[src/rtl/cic_pkg.sv]
package cic_pkg;

  typedef enum logic [1:0] {
    CS_C0    = 2'b00,
    CS_C1    = 2'b01,
    CS_C1_BM = 2'b10,
    CS_C3    = 2'b11
  } cstate_e;

  localparam int unsigned DEF_ADDR_W   = 8;
  localparam int unsigned DEF_DATA_W   = 8;
  localparam int unsigned WAKE_SRC_N   = 3;

  localparam logic [7:0] DEF_OFF_CTRL  = 8'h00;
  localparam logic [7:0] DEF_OFF_LVL2  = 8'h04;
  localparam logic [7:0] DEF_OFF_LVL3  = 8'h05;
  localparam logic [7:0] DEF_OFF_BMCTL = 8'h0C;
  localparam logic [7:0] DEF_OFF_ARB   = 8'h20;

endpackage

[src/rtl/cic_rst_sync.sv]
module cic_rst_sync #(
  parameter int unsigned STAGES = 2
) (
  input  logic clk,
  input  logic rst_n,
  output logic rst_sync_n
);

  logic [STAGES-1:0] sh_q;
  logic [STAGES-1:0] sh_d;

  always_comb begin
    sh_d = {sh_q[STAGES-2:0], 1'b1};
  end

  always_ff @(posedge clk or negedge rst_n) begin
    if (!rst_n) sh_q <= '0;
    else        sh_q <= sh_d;
  end

  assign rst_sync_n = sh_q[STAGES-1];

endmodule

[src/rtl/cic_wake.sv]
module cic_wake #(
  parameter int unsigned SRC_N = cic_pkg::WAKE_SRC_N
) (
  input  logic [SRC_N-1:0] src_i,
  input  logic [SRC_N-1:0] block_i,
  output logic             wake_o
);

  logic [SRC_N-1:0] qual;

  for (genvar g = 0; g < SRC_N; g++) begin : g_qual
    assign qual[g] = src_i[g] & ~block_i[g];
  end

  assign wake_o = |qual;

endmodule

[src/rtl/cic_regs.sv]
module cic_regs #(
  parameter int unsigned ADDR_W    = cic_pkg::DEF_ADDR_W,
  parameter int unsigned DATA_W    = cic_pkg::DEF_DATA_W,
  parameter logic [ADDR_W-1:0] OFF_CTRL  = ADDR_W'(cic_pkg::DEF_OFF_CTRL),
  parameter logic [ADDR_W-1:0] OFF_LVL2  = ADDR_W'(cic_pkg::DEF_OFF_LVL2),
  parameter logic [ADDR_W-1:0] OFF_LVL3  = ADDR_W'(cic_pkg::DEF_OFF_LVL3),
  parameter logic [ADDR_W-1:0] OFF_BMCTL = ADDR_W'(cic_pkg::DEF_OFF_BMCTL),
  parameter logic [ADDR_W-1:0] OFF_ARB   = ADDR_W'(cic_pkg::DEF_OFF_ARB),
  parameter int unsigned THR_BIT   = 4,
  parameter int unsigned RLD_BIT   = 1,
  parameter int unsigned ARB_BIT   = 0
) (
  input  logic              clk,
  input  logic              rst_n,
  input  logic              io_rd_i,
  input  logic              io_wr_i,
  input  logic [ADDR_W-1:0] io_addr_i,
  input  logic [DATA_W-1:0] io_wdata_i,
  output logic [DATA_W-1:0] io_rdata_o,
  output logic              thr_en_o,
  output logic              bm_rld_o,
  output logic              arb_dis_o,
  output logic              lvl3_rd_o
);

  localparam logic [DATA_W-1:0] ONE       = {{(DATA_W-1){1'b0}}, 1'b1};
  localparam logic [DATA_W-1:0] CTRL_MASK = ONE << THR_BIT;
  localparam logic [DATA_W-1:0] BM_MASK   = ONE << RLD_BIT;
  localparam logic [DATA_W-1:0] ARB_MASK  = ONE << ARB_BIT;

  logic [DATA_W-1:0] ctrl_q, ctrl_d;
  logic [DATA_W-1:0] bm_q,   bm_d;
  logic [DATA_W-1:0] arb_q,  arb_d;
  logic              wr_ctrl, wr_bm, wr_arb;

  // write decode and next values
  always_comb begin
    wr_ctrl = io_wr_i && (io_addr_i == OFF_CTRL);
    wr_bm   = io_wr_i && (io_addr_i == OFF_BMCTL);
    wr_arb  = io_wr_i && (io_addr_i == OFF_ARB);
    ctrl_d  = io_wdata_i & CTRL_MASK;
    bm_d    = io_wdata_i & BM_MASK;
    arb_d   = io_wdata_i & ARB_MASK;
  end

  // registers with explicit clock enables
  always_ff @(posedge clk or negedge rst_n) begin
    if (!rst_n)       ctrl_q <= '0;
    else if (wr_ctrl) ctrl_q <= ctrl_d;
  end

  always_ff @(posedge clk or negedge rst_n) begin
    if (!rst_n)     bm_q <= '0;
    else if (wr_bm) bm_q <= bm_d;
  end

  always_ff @(posedge clk or negedge rst_n) begin
    if (!rst_n)      arb_q <= '0;
    else if (wr_arb) arb_q <= arb_d;
  end

  // read mux: level registers and unknown offsets return zero
  always_comb begin
    io_rdata_o = '0;
    if (io_rd_i) begin
      if (io_addr_i == OFF_CTRL)       io_rdata_o = ctrl_q;
      else if (io_addr_i == OFF_BMCTL) io_rdata_o = bm_q;
      else if (io_addr_i == OFF_ARB)   io_rdata_o = arb_q;
      else                             io_rdata_o = '0;
    end
  end

  assign lvl3_rd_o = io_rd_i && (io_addr_i == OFF_LVL3);
  assign thr_en_o  = ctrl_q[THR_BIT];
  assign bm_rld_o  = bm_q[RLD_BIT];
  assign arb_dis_o = arb_q[ARB_BIT];

  // written arbitration bit appears on the output the next cycle
  a_r8_arb_follows_write: assert property (@(posedge clk) disable iff (!rst_n)
    wr_arb |=> (arb_dis_o == $past(io_wdata_i[ARB_BIT])));

  // reserved C2 level register never returns data
  a_r9_lvl2_reads_zero: assert property (@(posedge clk) disable iff (!rst_n)
    (io_rd_i && io_addr_i == OFF_LVL2) |-> (io_rdata_o == '0));

  // control readback carries nothing outside the throttle bit
  a_r2_ctrl_only_bit: assert property (@(posedge clk) disable iff (!rst_n)
    (io_rd_i && io_addr_i == OFF_CTRL) |-> ((io_rdata_o & ~CTRL_MASK) == '0));

endmodule

[src/rtl/cic_fsm.sv]
module cic_fsm
  import cic_pkg::*;
(
  input  logic       clk,
  input  logic       rst_n,
  input  logic       halt_i,
  input  logic       lvl3_rd_i,
  input  logic       wake_i,
  input  logic       bm_req_i,
  input  logic       bm_rld_i,
  input  logic       sleep_i,
  input  logic       thr_en_i,
  output logic [1:0] cstate_o,
  output logic       throttle_o,
  output logic       suspend_o
);

  cstate_e st_q, st_d;

  // next-state logic; sleep outranks wake, wake outranks entry
  always_comb begin
    st_d = st_q;
    if (sleep_i) begin
      st_d = CS_C0;
    end else begin
      case (st_q)
        CS_C0: begin
          if (wake_i)         st_d = CS_C0;
          else if (halt_i)    st_d = CS_C1;
          else if (lvl3_rd_i) st_d = CS_C3;
          else                st_d = CS_C0;
        end
        CS_C1: begin
          if (wake_i)        st_d = CS_C0;
          else if (bm_req_i) st_d = CS_C1_BM;
          else               st_d = CS_C1;
        end
        CS_C1_BM: begin
          if (wake_i)         st_d = CS_C0;
          else if (!bm_req_i) st_d = CS_C1;
          else                st_d = CS_C1_BM;
        end
        CS_C3: begin
          if (wake_i)                    st_d = CS_C0;
          else if (bm_req_i && bm_rld_i) st_d = CS_C0;
          else                           st_d = CS_C3;
        end
        default: st_d = CS_C0;
      endcase
    end
  end

  always_ff @(posedge clk or negedge rst_n) begin
    if (!rst_n) st_q <= CS_C0;
    else        st_q <= st_d;
  end

  assign cstate_o   = st_q;
  assign throttle_o = thr_en_i && (st_q == CS_C0);
  assign suspend_o  = (st_q == CS_C3);

  // halt cycle in quiet C0 lands in C1
  a_r3_halt_enters_c1: assert property (@(posedge clk) disable iff (!rst_n)
    (st_q == CS_C0 && halt_i && !wake_i && !sleep_i) |=> (st_q == CS_C1));

  // bus-master request in C1 opens an excursion
  a_r4_bm_excursion: assert property (@(posedge clk) disable iff (!rst_n)
    (st_q == CS_C1 && bm_req_i && !wake_i && !sleep_i) |=> (st_q == CS_C1_BM));

  // excursion closes back into C1 when the request drops
  a_r4_bm_return: assert property (@(posedge clk) disable iff (!rst_n)
    (st_q == CS_C1_BM && !bm_req_i && !wake_i && !sleep_i) |=> (st_q == CS_C1));

  // C3 is only reached through a level read
  a_r5_c3_needs_read: assert property (@(posedge clk) disable iff (!rst_n)
    (st_q == CS_C3 && $past(st_q) != CS_C3) |-> $past(lvl3_rd_i));

  // any wake event ends an idle state
  a_r6_wake_to_c0: assert property (@(posedge clk) disable iff (!rst_n)
    (st_q != CS_C0 && wake_i) |=> (st_q == CS_C0));

  // without the reload bit a bus master cannot end C3
  a_r7_bm_gated: assert property (@(posedge clk) disable iff (!rst_n)
    (st_q == CS_C3 && bm_req_i && !bm_rld_i && !wake_i && !sleep_i) |=> (st_q == CS_C3));

  // sleep transition pins the state to C0
  a_r10_sleep_holds_c0: assert property (@(posedge clk) disable iff (!rst_n)
    sleep_i |=> (st_q == CS_C0));

  // wake beats a simultaneous level read
  a_r11_wake_beats_entry: assert property (@(posedge clk) disable iff (!rst_n)
    (st_q == CS_C0 && lvl3_rd_i && wake_i) |=> (st_q == CS_C0));

endmodule

[src/rtl/cpu_idle_ctrl.sv]
module cpu_idle_ctrl #(
  parameter int unsigned ADDR_W   = cic_pkg::DEF_ADDR_W,
  parameter int unsigned DATA_W   = cic_pkg::DEF_DATA_W,
  parameter int unsigned SYNC_STG = 2
) (
  input  logic              clk,
  input  logic              rst_n,
  input  logic              halt_cyc_i,
  input  logic              io_rd_i,
  input  logic              io_wr_i,
  input  logic [ADDR_W-1:0] io_addr_i,
  input  logic [DATA_W-1:0] io_wdata_i,
  output logic [DATA_W-1:0] io_rdata_o,
  input  logic              nmi_i,
  input  logic              intr_i,
  input  logic              intr_mask_i,
  input  logic              smi_i,
  input  logic              bm_req_i,
  input  logic              sleep_i,
  output logic [1:0]        cstate_o,
  output logic              throttle_o,
  output logic              suspend_o,
  output logic              arb_dis_o
);

  localparam int unsigned SRC_N = cic_pkg::WAKE_SRC_N;

  logic             rst_sync_n;
  logic             thr_en, bm_rld, lvl3_rd, wake;
  logic [SRC_N-1:0] wake_src, wake_blk;

  assign wake_src = {smi_i, intr_i,      nmi_i};
  assign wake_blk = {1'b0,  intr_mask_i, 1'b0};

  cic_rst_sync #(.STAGES(SYNC_STG)) u_rst (
    .clk        (clk),
    .rst_n      (rst_n),
    .rst_sync_n (rst_sync_n)
  );

  cic_regs #(.ADDR_W(ADDR_W), .DATA_W(DATA_W)) u_regs (
    .clk        (clk),
    .rst_n      (rst_sync_n),
    .io_rd_i    (io_rd_i),
    .io_wr_i    (io_wr_i),
    .io_addr_i  (io_addr_i),
    .io_wdata_i (io_wdata_i),
    .io_rdata_o (io_rdata_o),
    .thr_en_o   (thr_en),
    .bm_rld_o   (bm_rld),
    .arb_dis_o  (arb_dis_o),
    .lvl3_rd_o  (lvl3_rd)
  );

  cic_wake #(.SRC_N(SRC_N)) u_wake (
    .src_i   (wake_src),
    .block_i (wake_blk),
    .wake_o  (wake)
  );

  cic_fsm u_fsm (
    .clk        (clk),
    .rst_n      (rst_sync_n),
    .halt_i     (halt_cyc_i),
    .lvl3_rd_i  (lvl3_rd),
    .wake_i     (wake),
    .bm_req_i   (bm_req_i),
    .bm_rld_i   (bm_rld),
    .sleep_i    (sleep_i),
    .thr_en_i   (thr_en),
    .cstate_o   (cstate_o),
    .throttle_o (throttle_o),
    .suspend_o  (suspend_o)
  );

endmodule

[config.mk]
export PLATFORM = sky130hd
export DESIGN_NAME = cpu_idle_ctrl
export DESIGN_NICKNAME = d
export VERILOG_FILES = /design/src/rtl/cic_pkg.sv /design/src/rtl/cic_rst_sync.sv /design/src/rtl/cic_wake.sv /design/src/rtl/cic_regs.sv /design/src/rtl/cic_fsm.sv /design/src/rtl/cpu_idle_ctrl.sv
export SDC_FILE = /design/constraint.sdc
export NUM_CORES = 1
export LEC_CHECK = 0
export BUFFER_PORTS_ARGS = -buffer_cell sky130_fd_sc_hd__buf_2
export CORE_ASPECT_RATIO = 0.9
export CORE_MARGIN = 2
export CORE_UTILIZATION = 25
export CTS_CLUSTER_SIZE = 14
export DETAILED_ROUTE_END_ITERATION = 10
export PLACE_DENSITY_LB_ADDON = 0.25
export SETUP_SLACK_MARGIN = 0.3
export SLEW_MARGIN = 20
export SYNTH_ARGS = -nofsm -noshare
export SYNTH_HDL_FRONTEND = slang
export SYNTH_SLANG_ARGS = --single-unit
[constraint.sdc]
create_clock -name clk -period 0.88 [get_ports clk]
set_input_delay 0.176 -clock clk [delete_from_list [all_inputs] [get_ports clk]]
set_output_delay 0.176 -clock clk [all_outputs]
set_load 0.02 [all_outputs]
**Yosys cells after proc, flatten, opt, wreduce, memory -nomap -nowiden**

Cells that the tools add are included.

- Register bits: 7

- Reductions and logical operators: 10
- Equality and inequality tests: 6
- Bitwise operators: 2
- Multiplexer cells: 13

Operator list:

| operator | number |
|---|---|
| $mux 2 | 9 |
| $mux 5 | 2 |
| $eq 8x3->1 const B | 1 |
| $eq 8x4->1 const B | 1 |
| $eq 8x6->1 const B | 1 |
| $logic_not 8->1 | 1 |
| $logic_and 1x1->1 | 6 |
| $pmux 2 s3 | 1 |
| $eq 2x2->1 const B | 2 |
| $reduce_or 3->1 | 1 |
| $eq 2x1->1 const B | 1 |
| $logic_not 2->1 | 1 |
| $reduce_or 2->1 | 1 |
| $and 1x1->1 | 1 |
| $mux 1 | 1 |
| $not 1->1 | 1 |

**Depth between registers and ports, before layout**

Gate-level depths: netlist (run 1).

- Depth in word-level cells: 7
- Gate-level depth with buffers: 5

**Hierarchy**

Synthesis (run 1) repeated with hierarchy kept, for this count alone.

- Cells, all modules: 56
- Area total of the unflattened synthesis: 524.3 um^2

Modules (own cells, without submodules):

| module | area each (um^2) | instances | cells an instance |
|---|---|---|---|
| cic_regs | 267.8 | 1 | 30 |
| cic_fsm | 170.2 | 1 | 18 |
| cic_rst_sync | 53.8 | 1 | 3 |
| cic_wake | 28.8 | 1 | 4 |
| cpu_idle_ctrl | 3.8 | 1 | 1 |

**Least setup slack after synthesis (run 1)**

No wires, ideal clock.

- Kind: flip-flop to flip-flop
- From: register u_fsm.st_q[1], in the netlist u_fsm.cstate_o[1]
- To: register u_fsm.st_q[0], in the netlist u_fsm.cstate_o[0]
- Path buffers: 0
- Arrival: 1,247 ps
- Stages on the path, launching flop included: 4
- Path slack: -470 ps
- Period minus slack after synthesis: 1,350 ps
- Setup time: 104 ps
- Path through: dfrtp_1 ha_1 a21bo_2 a221oi_1

- Elaborated cells between the ends (all ways): 7

RTL lines:

| element | RTL line | source |
|---|---|---|
| from (decl) | cic_fsm.sv:18 | `cstate_e st_q, st_d;` |
| from (signal assigned) | cic_fsm.sv:55 | `else st_q <= st_d;` |
| $eq 2x2->1 | -- |  |
| net suspend_o | cpu_idle_ctrl.sv:22 | `output logic suspend_o,` |
| $pmux 2 s3 | cic_fsm.sv:26 | `case (st_q)` |
| $mux 2 | cic_fsm.sv:23 | `if (sleep_i) begin` |
| net u_fsm.st_d[0] | cic_fsm.sv:18 |  |

The timed path passes the listed nets, and every way through them passes these cells.
A chain may end at the register's enable or synchronous reset.

**Worst setup path after layout (run 1)**

- From: register u_fsm.st_q[0], in the netlist u_fsm.cstate_o[0]
- To: output suspend_o

- Word-level cells in the longest chain between the ends: 1

Ends and longest elaborated chain:

| element | RTL line | source |
|---|---|---|
| $eq 2x2->1 | cic_fsm.sv:60 | `assign suspend_o = (st_q == CS_C3);` |
| to (decl) | cpu_idle_ctrl.sv:22 |  |

No other way between the ends.

==> results of run 1 <==
-- how the worst min path moves through the flow --
stage | end | slack [ns] | startpoint
after detailed placement | u_rst.sh_q[1] | -0.04 | rst_n
after global placement | u_rst.sh_q[0] | -0.04 | rst_n
after global routing | u_regs.bm_q[1] | 0.08 | u_rst.sh_q[1]
after CTS | u_regs.bm_q[1] | 0.07 | u_rst.sh_q[1]
final | u_regs.bm_q[1] | 0.06 | u_rst.sh_q[1]
after floorplan | u_rst.sh_q[0] | -0.12 | rst_n
-- cell usage after synthesis (2+ instances only) --
cell	count
nor3_1	2
nor2_1	4
inv_1	4
dfrtp_1	7
buf_4	5
and2_1	2
nand4_1	3
nand3_1	4
mux2_2	2
conb_1	2
ha_1	3
nand2_1	4
a21oi_1	2
-- cell families after synthesis --
| group | Yosys count | share of synthesized area [%] |
|---|---|---|
| other | 2 | 1.54 |
| AO/OA/AOI/OAI | 6 | 8.44 |
| buffers and inverters | 9 | 10.7 |
| flip-flops | 7 | 35.8 |
| AND/OR/NAND/NOR | 23 | 28.9 |
| adder cells (fa/ha/maj) | 3 | 7.67 |
| multiplexers | 3 | 6.90 |
-- area by class of cell --
cell class / instances / area, sq um
multi-input combinational: 41 / 384
inverter: 4 / 17.5
fill: 183 / 878
clock buffer: 4 / 26.3
sequential: 7 / 179
tap: 25 / 31.3
timing repair buffer: 43 / 360
-- state kept, by name, indices dropped and copies added, names as in the netlist --
register,cells
u_regs.bm_q,1
u_rst.sh_q,2
u_fsm.cstate_o,2
u_regs.ctrl_q,1
u_regs.arb_q,1
-- metrics by stage --
stage / cell area [sq um] / setup TNS, ns / util, % / hold slack [ns]
6_report: 998 / -3.42 / 53.2 / 0.0626
5_1_grt: 998 / -4.00 / 53.2 / 0.0849
4_1_cts: 958 / -3.51 / 51.1 / 0.0702
3_5_place_dp: 758 / -3.26 / 40.4 / -0.0381
3_3_place_gp: 758 / -3.13 / 40.4 / -0.0378
2_1_floorplan: 574 / -1.57 / - / -0.120
-- where the power goes --
part	switching [uW]	internal (uW)	leakage, uW
Combinational	98.1	112	0.000347
Sequential	10.7	335	0.0000875
Clock	114	173	0.0000150
Total	223	620	0.000450
-- timing repair --
item	in CTS	in global routing
hold buffers	1	0
resized for setup	30	4
pin swaps	9	3
buffers inserted	6	1
endpoints found under the setup margin	13	13
endpoints found under the hold margin	2	0
-- layer usage --
layer	GRT usage (%)	routed length, um	up-vias
met2	22.9	708	14
met5	0	0	-
li1	-	-	266
met3	2.96	75	2
met1	11.9	499	227
met4	7.57	12	0
==> impl_metrics.prom, run 1 <==
# TYPE chip_impl_metric gauge
chip_impl_metric{name="worst_ep_required_time",unit="ns"} 0.70
chip_impl_metric{name="worst_ir_drop_vdd",unit="mV"} 0.813
chip_impl_metric{name="finish.cell_count_without_fillers",unit=""} 124
chip_impl_metric{name="die_area",unit="sq um"} 2330
chip_impl_metric{name="detail_route.wirelength",unit="um"} 1300
chip_impl_metric{name="route.vias.total",unit=""} 509
chip_impl_info{name="crit_path_top_delay_cell",value="dfrtp_2"} 1
chip_impl_info{name="cts_tree",value="yes"} 1
chip_impl_metric{name="grt_antenna_before_repair",unit=""} 0
chip_impl_info{name="worst_r2r_startpoint",value="u_fsm.cstate_o[1]"} 1
chip_impl_metric{name="synth_warnings",unit=""} 0
chip_impl_info{name="final_cell_mix",value="buf_2 (17), buf_6 (12), buf_4 (10)"} 1
chip_impl_metric{name="finalClockSkew",unit="ns"} 0.00486
chip_impl_metric{name="detail_route.drc_violations",unit=""} 0
chip_impl_metric{name="timing.final.hold_violations",unit=""} 0
chip_impl_metric{name="grt.overflow.total",unit=""} 0
chip_impl_metric{name="layout.nets",unit=""} 130
chip_impl_info{name="synth_top_area_cell",value="dfrtp_1"} 1
chip_impl_metric{name="clk_pin_slew",unit="ns"} 0.05
chip_impl_metric{name="ys_seq_area_share",unit="%"} 35.8
chip_impl_metric{name="flop_and_latch_count_out_of_synthesis",unit=""} 7
chip_impl_metric{name="max_cap_violations",unit=""} 0
chip_impl_metric{name="first_global_vias",unit=""} 519
chip_impl_info{name="synthTopCellsByArea",value="dfrtp_1 (36%), buf_4 (7.7%), ha_1 (7.7%), mux2_2 (4.6%), nor4_4 (4.3%)"} 1
chip_impl_metric{name="io_pins",unit=""} 40
chip_impl_metric{name="cts.path.max_buffers",unit=""} 2
chip_impl_metric{name="worst_stage_delay_on_the_critical_path",unit="ns"} 0.42
chip_impl_metric{name="core",unit="sq um"} 1880
chip_impl_info{name="crit_end_element",value="primary output"} 1
chip_impl_metric{name="numClockSinks",unit=""} 7
chip_impl_info{name="grt_setup_unrepaired",value="yes"} 1
chip_impl_metric{name="via_per_inst",unit=""} 4.10
chip_impl_metric{name="num_rows",unit=""} 15
chip_impl_metric{name="grt_first_pass_wirelength",unit="um"} 1990
chip_impl_metric{name="placed_cells_incl_taps",unit=""} 112
chip_impl_metric{name="maxClockFrequency",unit="MHz"} 783
chip_impl_metric{name="setup.reg_to_reg.worst_slack",unit="ns"} -0.36
chip_impl_metric{name="count_of_tritonroute_iterations_in_the_first_routing_pass",unit=""} 4
chip_impl_metric{name="die_w",unit="um"} 50.6
chip_impl_metric{name="grt.total_usage",unit="%"} 12.0
chip_impl_metric{name="r2r.worst_path.cells",unit=""} 6
chip_impl_metric{name="layout-area-overhead-vs-synth",unit="%"} 104
chip_impl_info{name="min_path_type",value="flop to async pin"} 1
chip_impl_metric{name="critical_path.max_fanout",unit=""} 2
chip_impl_metric{name="worstSkewPairLatency",unit="ns"} 0.25
chip_impl_metric{name="critical_path_cell_count",unit=""} 3
chip_impl_metric{name="netlist_instances",unit=""} 53
chip_impl_metric{name="synth_largest_type_area_fraction",unit="%"} 35.8
chip_impl_metric{name="critical_path_at",unit="ns"} 1.10
chip_impl_metric{name="die_y",unit="um"} 46.0
chip_impl_metric{name="drive_gt1_share",unit="%"} 68.7
chip_impl_info{name="violations_in_the_final_reports",value="setup timing"} 1
chip_impl_info{name="critical_path.endpoint",value="suspend_o"} 1
chip_impl_info{name="reg2reg_to",value="u_fsm.cstate_o[0]"} 1
chip_impl_info{name="status",value="finished, violations left"} 1
chip_impl_metric{name="port_buffers",unit=""} 29
chip_impl_metric{name="slew_viol_final",unit=""} 0
chip_impl_metric{name="dpl_wire_length",unit="um"} 990
chip_impl_metric{name="inserted_clock_buffers",unit=""} 3
chip_impl_info{name="yosys_most_used_dff",value="dfrtp_1"} 1
chip_impl_metric{name="mean_area_per_synthesized_cell",unit="sq um"} 9.23
chip_impl_metric{name="worstPathBufferInverterCount",unit=""} 2
chip_impl_metric{name="placement.setup.worst_slack",unit="ns"} -0.455
chip_impl_metric{name="route.detailed.wl_per_inst",unit="um"} 10.5
chip_impl_metric{name="async_flop_share",unit="%"} 100
chip_impl_metric{name="synth_area",unit="sq um"} 489
chip_impl_info{name="critical_path.startpoint",value="u_fsm.cstate_o[0]"} 1
chip_impl_metric{name="finalCriticalPeriod",unit="ns"} 1.28
chip_impl_info{name="layout.cells.most_common",value="buf_2"} 1
chip_impl_metric{name="drt.antenna.violating_nets",unit=""} 0
chip_impl_metric{name="drtIter0Drc",unit=""} 4
chip_impl_info{name="path_class",value="flop to primary output"} 1
chip_impl_metric{name="final_min_period_over_clock_period",unit="%"} 145
chip_impl_metric{name="totalPowerFinal",unit="uW"} 842
chip_impl_metric{name="insertedDiodeCount",unit=""} 0
chip_impl_info{name="timing.critical_path.cells",value="buf_4 > ha_4 > buf_6"} 1
chip_impl_metric{name="leakage",unit="uW"} 0.000450
chip_impl_metric{name="timing.final.ws_setup",unit="ns"} -0.397
chip_impl_info{name="cts_root_buf",value="clkbuf_4"} 1
chip_impl_metric{name="floorplan.initialDensity",unit="%"} 26.1
chip_impl_metric{name="synth.lib_cells_used.distinct",unit=""} 22
chip_impl_info{name="worst_path_top_cell_family_by_delay",value="flip-flops"} 1
chip_impl_metric{name="power_density",unit="nW/um^2"} 844
chip_impl_metric{name="grt_max_degree",unit=""} 6
chip_impl_info{name="setup.worst_path.start_class",value="flop"} 1
chip_impl_metric{name="synth_edf_count",unit=""} 0
chip_impl_metric{name="setup_violators_final",unit=""} 13
chip_impl_metric{name="cts-htree-levels",unit=""} 1
chip_impl_metric{name="gp_congestion",unit=""} 0.699
(Power assumes the default switching activity.)
==> inputs of run 2 (changes only) <==
==> constraint.sdc (replaced) <==
create_clock -name clk -period 1.35 [get_ports clk]
set_input_delay 0.27 -clock clk [delete_from_list [all_inputs] [get_ports clk]]
set_output_delay 0.27 -clock clk [all_outputs]
set_load 0.02 [all_outputs]
==> impl_metrics.prom, run 2 (synthesized netlist as in run 1, its figures left out) <==
# TYPE chip_impl_metric gauge
chip_impl_metric{name="power.clock.fraction",unit="%"} 34.2
chip_impl_metric{name="totalPowerFinal",unit="uW"} 541
chip_impl_info{name="critical_path.startpoint",value="u_fsm.cstate_o[0]"} 1
chip_impl_metric{name="power.sequential.fraction",unit="%"} 41.8
chip_impl_metric{name="io_pins",unit=""} 40
chip_impl_metric{name="die_w",unit="um"} 50.6
chip_impl_metric{name="port_buffers",unit=""} 29
chip_impl_metric{name="grt_max_degree",unit=""} 6
chip_impl_metric{name="setup_tns",unit="ns"} 0
chip_impl_metric{name="drive_gt1_share",unit="%"} 66.3
chip_impl_info{name="cts_tree",value="yes"} 1
chip_impl_info{name="status",value="finished, final reports clean"} 1
chip_impl_metric{name="slew_viol_final",unit=""} 0
chip_impl_metric{name="dpl_wire_length",unit="um"} 990
chip_impl_metric{name="placement.setup.worst_slack",unit="ns"} -0.120
chip_impl_metric{name="detail_route.drc_violations",unit=""} 0
chip_impl_metric{name="floorplan.initialDensity",unit="%"} 26.1
chip_impl_metric{name="grtUsageMet1",unit="%"} 13.7
chip_impl_metric{name="worstSkewPairLatency",unit="ns"} 0.25
chip_impl_metric{name="route.vias.total",unit=""} 508
chip_impl_metric{name="power_density",unit="nW/um^2"} 582
chip_impl_metric{name="layout.nets",unit=""} 126
chip_impl_metric{name="leakage",unit="uW"} 0.000428
chip_impl_info{name="crit_end_element",value="primary output"} 1
chip_impl_metric{name="inserted_clock_buffers",unit=""} 3
chip_impl_metric{name="route.detailed.wl_per_inst",unit="um"} 10.1
chip_impl_metric{name="first_global_vias",unit=""} 492
chip_impl_info{name="worst_r2r_startpoint",value="u_fsm.cstate_o[0]"} 1
chip_impl_metric{name="worst_ir_drop_vdd",unit="mV"} 0.408
chip_impl_metric{name="worst_ep_required_time",unit="ns"} 1.08
chip_impl_metric{name="drtIter0Drc",unit=""} 3
chip_impl_metric{name="die_y",unit="um"} 46.0
chip_impl_metric{name="comb_power_share",unit="%"} 24.1
chip_impl_info{name="setup.worst_path.start_class",value="flop"} 1
chip_impl_metric{name="die_area",unit="sq um"} 2330
chip_impl_metric{name="power.switching_fraction",unit="%"} 26.0
chip_impl_metric{name="p_int",unit="uW"} 400
chip_impl_metric{name="finalCriticalPeriod",unit="ns"} 1.34
chip_impl_metric{name="num_rows",unit=""} 15
chip_impl_metric{name="timing.final.ws_setup",unit="ns"} 0.00505
chip_impl_metric{name="global_route.usage.met3",unit="%"} 4.28
chip_impl_metric{name="maxClockFrequency",unit="MHz"} 744
chip_impl_metric{name="finish.cell_count_without_fillers",unit=""} 120
chip_impl_info{name="min_path_type",value="flop to async pin"} 1
chip_impl_metric{name="grt_antenna_before_repair",unit=""} 0
chip_impl_metric{name="detail_route.wirelength",unit="um"} 1210
chip_impl_metric{name="numClockSinks",unit=""} 7
chip_impl_metric{name="grt.overflow.total",unit=""} 0
chip_impl_metric{name="core",unit="sq um"} 1880
chip_impl_metric{name="setup_violators_final",unit=""} 0
chip_impl_metric{name="r2r.worst_path.cells",unit=""} 6
chip_impl_metric{name="drt.antenna.violating_nets",unit=""} 0
chip_impl_info{name="layout.cells.most_common",value="buf_2"} 1
chip_impl_info{name="cts_root_buf",value="clkbuf_4"} 1
chip_impl_metric{name="timing.final.hold_violations",unit=""} 0
chip_impl_info{name="path_class",value="flop to primary output"} 1
chip_impl_metric{name="cts.path.max_buffers",unit=""} 2
chip_impl_metric{name="gp_congestion",unit=""} 0.730
chip_impl_metric{name="layout-area-overhead-vs-synth",unit="%"} 90.0
chip_impl_metric{name="count_of_tritonroute_iterations_in_the_first_routing_pass",unit=""} 3
chip_impl_metric{name="globalRouteMet2Util",unit="%"} 20.5
chip_impl_metric{name="cts-htree-levels",unit=""} 1
chip_impl_info{name="reg2reg_to",value="u_fsm.cstate_o[1]"} 1
chip_impl_info{name="grt_setup_unrepaired",value="yes"} 1
chip_impl_metric{name="hold_slack",unit="ns"} 0.0678
chip_impl_metric{name="total_switching_power",unit="uW"} 141
chip_impl_metric{name="grt_first_pass_wirelength",unit="um"} 1980
chip_impl_metric{name="grt.total_usage",unit="%"} 11.9
chip_impl_metric{name="critical_path_at",unit="ns"} 1.07
chip_impl_metric{name="critical_path.max_fanout",unit=""} 2
chip_impl_metric{name="via_per_inst",unit=""} 4.23
chip_impl_metric{name="max_cap_violations",unit=""} 0
chip_impl_info{name="final_cell_mix",value="buf_2 (17), buf_6 (10), buf_4 (8)"} 1
chip_impl_metric{name="insertedDiodeCount",unit=""} 0
chip_impl_metric{name="setup.reg_to_reg.worst_slack",unit="ns"} 0.12
chip_impl_info{name="global_route.peak_usage_layer",value="met2"} 1
chip_impl_metric{name="finalClockSkew",unit="ns"} 0.00235
chip_impl_metric{name="final_min_period_over_clock_period",unit="%"} 99.6
chip_impl_metric{name="clk_pin_slew",unit="ns"} 0.05
chip_impl_metric{name="placed_cells_incl_taps",unit=""} 110
## run 2: layout make-up
cell class              instances  area (sq um)
multi-input cells              41           367
clock buffers                   4          26.3
well taps                      25          31.3
flip-flops and latches          7           178
repair buffers                 39           313
inverters                       4          15.0
fillers                       183           947
## run 2: routing by layer
metal	share of wire [%]	up-vias
li1	-	259
met1	40	235
met2	54	14
met3	5.4	0
met4	0	0
met5	0	-
## run 2: worst max path at each step
stage,to,depth (start not counted),slack (ns)
global route,throttle_o,4,-0.05
finish,throttle_o,4,0.005
CTS,throttle_o,4,-0.02
global placement,u_fsm.cstate_o[0],5,-0.11
floorplan,io_rdata_o[4],3,0.13
detailed placement,u_fsm.cstate_o[0],5,-0.12
## run 2: power by group through the flow
stage          registers [uW]  clock network, uW  logic (uW)
3_5_place_dp              230                  0         101
5_1_grt                   227                215         141
6_report                  226                185         130
3_3_place_gp              229                  0        98.0
2_1_floorplan             230                  0        50.5
4_1_cts                   226                199         130
## run 2: critical path, cell delays in order, from the launching register on
cell and delay, ns:
dfrtp_2 0.36, inv_2 0.04, ha_1 0.18, and2_4 0.13, buf_6 0.12
## run 2: repair_timing
item,CTS,global route
hold buffers,1,0
resized for setup,33,2
endpoints found under the setup margin,13,13
buffers inserted,5,0
gates cloned,0,0
pin swaps,10,6
hold endpoints to repair,2,0
## run 2: through the flow
stage	util, %	area [sq um]
global placement	39.0	732
CTS	49.1	922
finish	49.5	930
floorplan	-	563
global route	49.5	930
detailed placement	39.0	732
==> inputs of run 3 (changes only) <==
--- a/config.mk
+++ b/config.mk
@@ -6,9 +6,8 @@
 export NUM_CORES = 1
 export LEC_CHECK = 0
 export BUFFER_PORTS_ARGS = -buffer_cell sky130_fd_sc_hd__buf_2
-export CORE_ASPECT_RATIO = 0.9
 export CORE_MARGIN = 2
-export CORE_UTILIZATION = 25
+export CORE_UTILIZATION = 37
 export CTS_CLUSTER_SIZE = 14
 export DETAILED_ROUTE_END_ITERATION = 10
 export PLACE_DENSITY_LB_ADDON = 0.25
==> impl_metrics.prom, run 3 (synthesized netlist as in run 1, its figures left out) <==
# TYPE chip_impl_metric gauge
chip_impl_metric{name="slew_viol_final",unit=""} 0
chip_impl_metric{name="regArea",unit="sq um"} 178
chip_impl_metric{name="critical_path_at",unit="ns"} 1.10
chip_impl_metric{name="grt_max_degree",unit=""} 6
chip_impl_metric{name="power_density",unit="nW/um^2"} 542
chip_impl_metric{name="worst_ep_required_time",unit="ns"} 1.08
chip_impl_metric{name="power.sequential.fraction",unit="%"} 41.2
chip_impl_info{name="layout.cells.most_common",value="buf_2"} 1
chip_impl_metric{name="route.vias.total",unit=""} 549
chip_impl_metric{name="grt_first_pass_wirelength",unit="um"} 1970
chip_impl_metric{name="num_rows",unit=""} 13
chip_impl_metric{name="final_min_period_over_clock_period",unit="%"} 101
chip_impl_info{name="reg2reg_to",value="u_fsm.cstate_o[1]"} 1
chip_impl_metric{name="detail_route.drc_violations",unit=""} 0
chip_impl_metric{name="finalClockSkew",unit="ns"} 0.00502
chip_impl_metric{name="slew_headroom",unit="%"} 66.8
chip_impl_metric{name="finalCriticalPeriod",unit="ns"} 1.37
chip_impl_metric{name="placed_cells_incl_taps",unit=""} 100
chip_impl_metric{name="finish.cell_count_without_fillers",unit=""} 116
chip_impl_info{name="final_cell_mix",value="buf_2 (17), buf_6 (14), buf_4 (9)"} 1
chip_impl_metric{name="setup.reg_to_reg.worst_slack",unit="ns"} 0.09
chip_impl_metric{name="power.switching_fraction",unit="%"} 26.0
chip_impl_metric{name="core",unit="sq um"} 1270
chip_impl_metric{name="die_y",unit="um"} 40.4
chip_impl_metric{name="gp_congestion",unit=""} 0.665
chip_impl_metric{name="grt.total_usage",unit="%"} 18.6
chip_impl_metric{name="timing.final.ws_setup",unit="ns"} -0.0180
chip_impl_metric{name="grt.overflow.total",unit=""} 0
chip_impl_info{name="path_class",value="flop to primary output"} 1
chip_impl_metric{name="count_of_tritonroute_iterations_in_the_first_routing_pass",unit=""} 3
chip_impl_metric{name="setup_violators_final",unit=""} 3
chip_impl_metric{name="comb_power_share",unit="%"} 25.6
chip_impl_metric{name="layout.filler_cells",unit=""} 80
chip_impl_metric{name="first_global_vias",unit=""} 485
chip_impl_metric{name="inserted_clock_buffers",unit=""} 3
chip_impl_metric{name="die_w",unit="um"} 40.4
chip_impl_metric{name="maxClockFrequency",unit="MHz"} 731
chip_impl_metric{name="die_area",unit="sq um"} 1630
chip_impl_info{name="status",value="finished, violations left"} 1
chip_impl_metric{name="cts-htree-levels",unit=""} 1
chip_impl_metric{name="power.clock.fraction",unit="%"} 33.2
chip_impl_metric{name="drtIter0Drc",unit=""} 2
chip_impl_metric{name="io_pins",unit=""} 40
chip_impl_metric{name="via_per_inst",unit=""} 4.73
chip_impl_info{name="cts_tree",value="yes"} 1
chip_impl_metric{name="slew_at_the_pin_closest_to_its_max_slew_limit",unit="ns"} 0.491
chip_impl_metric{name="route.detailed.wl_per_inst",unit="um"} 12.3
chip_impl_metric{name="critical_path.max_fanout",unit=""} 2
chip_impl_info{name="setup.worst_path.start_class",value="flop"} 1
chip_impl_info{name="crit_end_element",value="primary output"} 1
chip_impl_metric{name="layout-area-overhead-vs-synth",unit="%"} 107
chip_impl_metric{name="drive_gt1_share",unit="%"} 70.3
chip_impl_metric{name="port_buffers",unit=""} 29
chip_impl_metric{name="dpl_wire_length",unit="um"} 888
chip_impl_metric{name="numClockSinks",unit=""} 7
chip_impl_info{name="worst_r2r_startpoint",value="u_fsm.cstate_o[1]"} 1
chip_impl_metric{name="timing.final.hold_violations",unit=""} 0
chip_impl_metric{name="r2r.worst_path.cells",unit=""} 6
chip_impl_metric{name="p_int",unit="uW"} 406
chip_impl_metric{name="final_core_utilization",unit="%"} 79.9
chip_impl_metric{name="insertedDiodeCount",unit=""} 0
chip_impl_info{name="min_path_type",value="flop to async pin"} 1
chip_impl_info{name="grt_setup_unrepaired",value="yes"} 1
chip_impl_metric{name="total_switching_power",unit="uW"} 143
chip_impl_info{name="cts_root_buf",value="clkbuf_4"} 1
chip_impl_metric{name="multi_input_comb_area",unit="sq um"} 390
chip_impl_metric{name="grt_antenna_before_repair",unit=""} 0
chip_impl_metric{name="worst_ir_drop_vdd",unit="mV"} 0.540
chip_impl_metric{name="detail_route.wirelength",unit="um"} 1420
chip_impl_metric{name="cts.path.max_buffers",unit=""} 2
chip_impl_metric{name="floorplan.initialDensity",unit="%"} 38.6
chip_impl_metric{name="leakage",unit="uW"} 0.000466
chip_impl_metric{name="clk_pin_slew",unit="ns"} 0.05
chip_impl_metric{name="max_cap_violations",unit=""} 0
chip_impl_metric{name="drt.antenna.violating_nets",unit=""} 0
chip_impl_info{name="violations_in_the_final_reports",value="setup timing"} 1
chip_impl_metric{name="worstSkewPairLatency",unit="ns"} 0.24
chip_impl_metric{name="layout.nets",unit=""} 132
[run 3: cell types whose count changed in the layout (fill, tap and decap cells not counted)]
cell    delta
buf_4      +1
buf_12     +1
nor3_2     +1
buf_6      +4
ha_1       -1
nor3_1     -1
mux2_4     -1
ha_2       -1
mux2_2     +1
ha_4       +2
[run 3: power groups by stage]
stage                     Sequential, uW  Combinational, uW  Clock [uW]
after global routing                 227                152         206
after CTS                            226                132         191
after global placement               229               97.2           0
after floorplan                      230               50.5           0
after detailed placement             230               98.7           0
final                                226                141         182
[run 3: worst max-delay path by stage]
stage	depth (start not counted)	slack, ns	startpoint	to
after floorplan	3	0.13	io_addr_i[4]	io_rdata_o[4]
after detailed placement	5	-0.12	io_addr_i[4]	io_rdata_o[4]
final	4	-0.02	u_fsm.cstate_o[1]	throttle_o
after global placement	5	-0.10	io_addr_i[4]	io_rdata_o[4]
after CTS	4	-0.02	u_fsm.cstate_o[1]	throttle_o
after global routing	4	-0.07	u_fsm.cstate_o[1]	throttle_o
[run 3: worst max-delay path: stages, from the launching register on]
cell and delay [ns]:
dfrtp_2 0.43, inv_2 0.09, ha_4 0.11, and2_4 0.12
buf_6 0.10
[run 3: routing by layer]
metal	wire (um)	vias up	GRT usage, %
met2	813	14	31.7
met5	0	-	0
met4	7	0	10.0
li1	-	270	-
met3	56	2	1.67
met1	544	263	22.7
[run 3: repair_timing]
action                                  in CTS  in global routing
gates resized for setup                     36                  5
buffers inserted                             8                  3
hold endpoints to repair                     2                  0
pin swaps                                    9                  6
endpoints found under the setup margin      13                 13
hold buffers                                 1                  0
[run 3: final cells by class]
class                   instances  area share [%]
clock buffers                   4            2.59
inverters                       4            1.48
multi-input cells              41            38.5
flip-flops and latches          7            17.5
well taps                      15            1.85
repair buffers                 45            38.0
[run 3: through the flow]
step / setup slack [ns] / hold WS, ns / area, sq um / power, uW / setup TNS [ns]
2_1_floorplan: 0.127 / -0.0256 / 563 / 281 / 0
3_3_place_gp: -0.102 / 0.0546 / 719 / 327 / -0.327
3_5_place_dp: -0.118 / 0.0573 / 719 / 328 / -0.423
4_1_cts: -0.0211 / 0.0708 / 971 / 549 / -0.0307
5_1_grt: -0.0708 / 0.0866 / 1010 / 585 / -0.224
6_report: -0.0180 / 0.0598 / 1010 / 549 / -0.0474
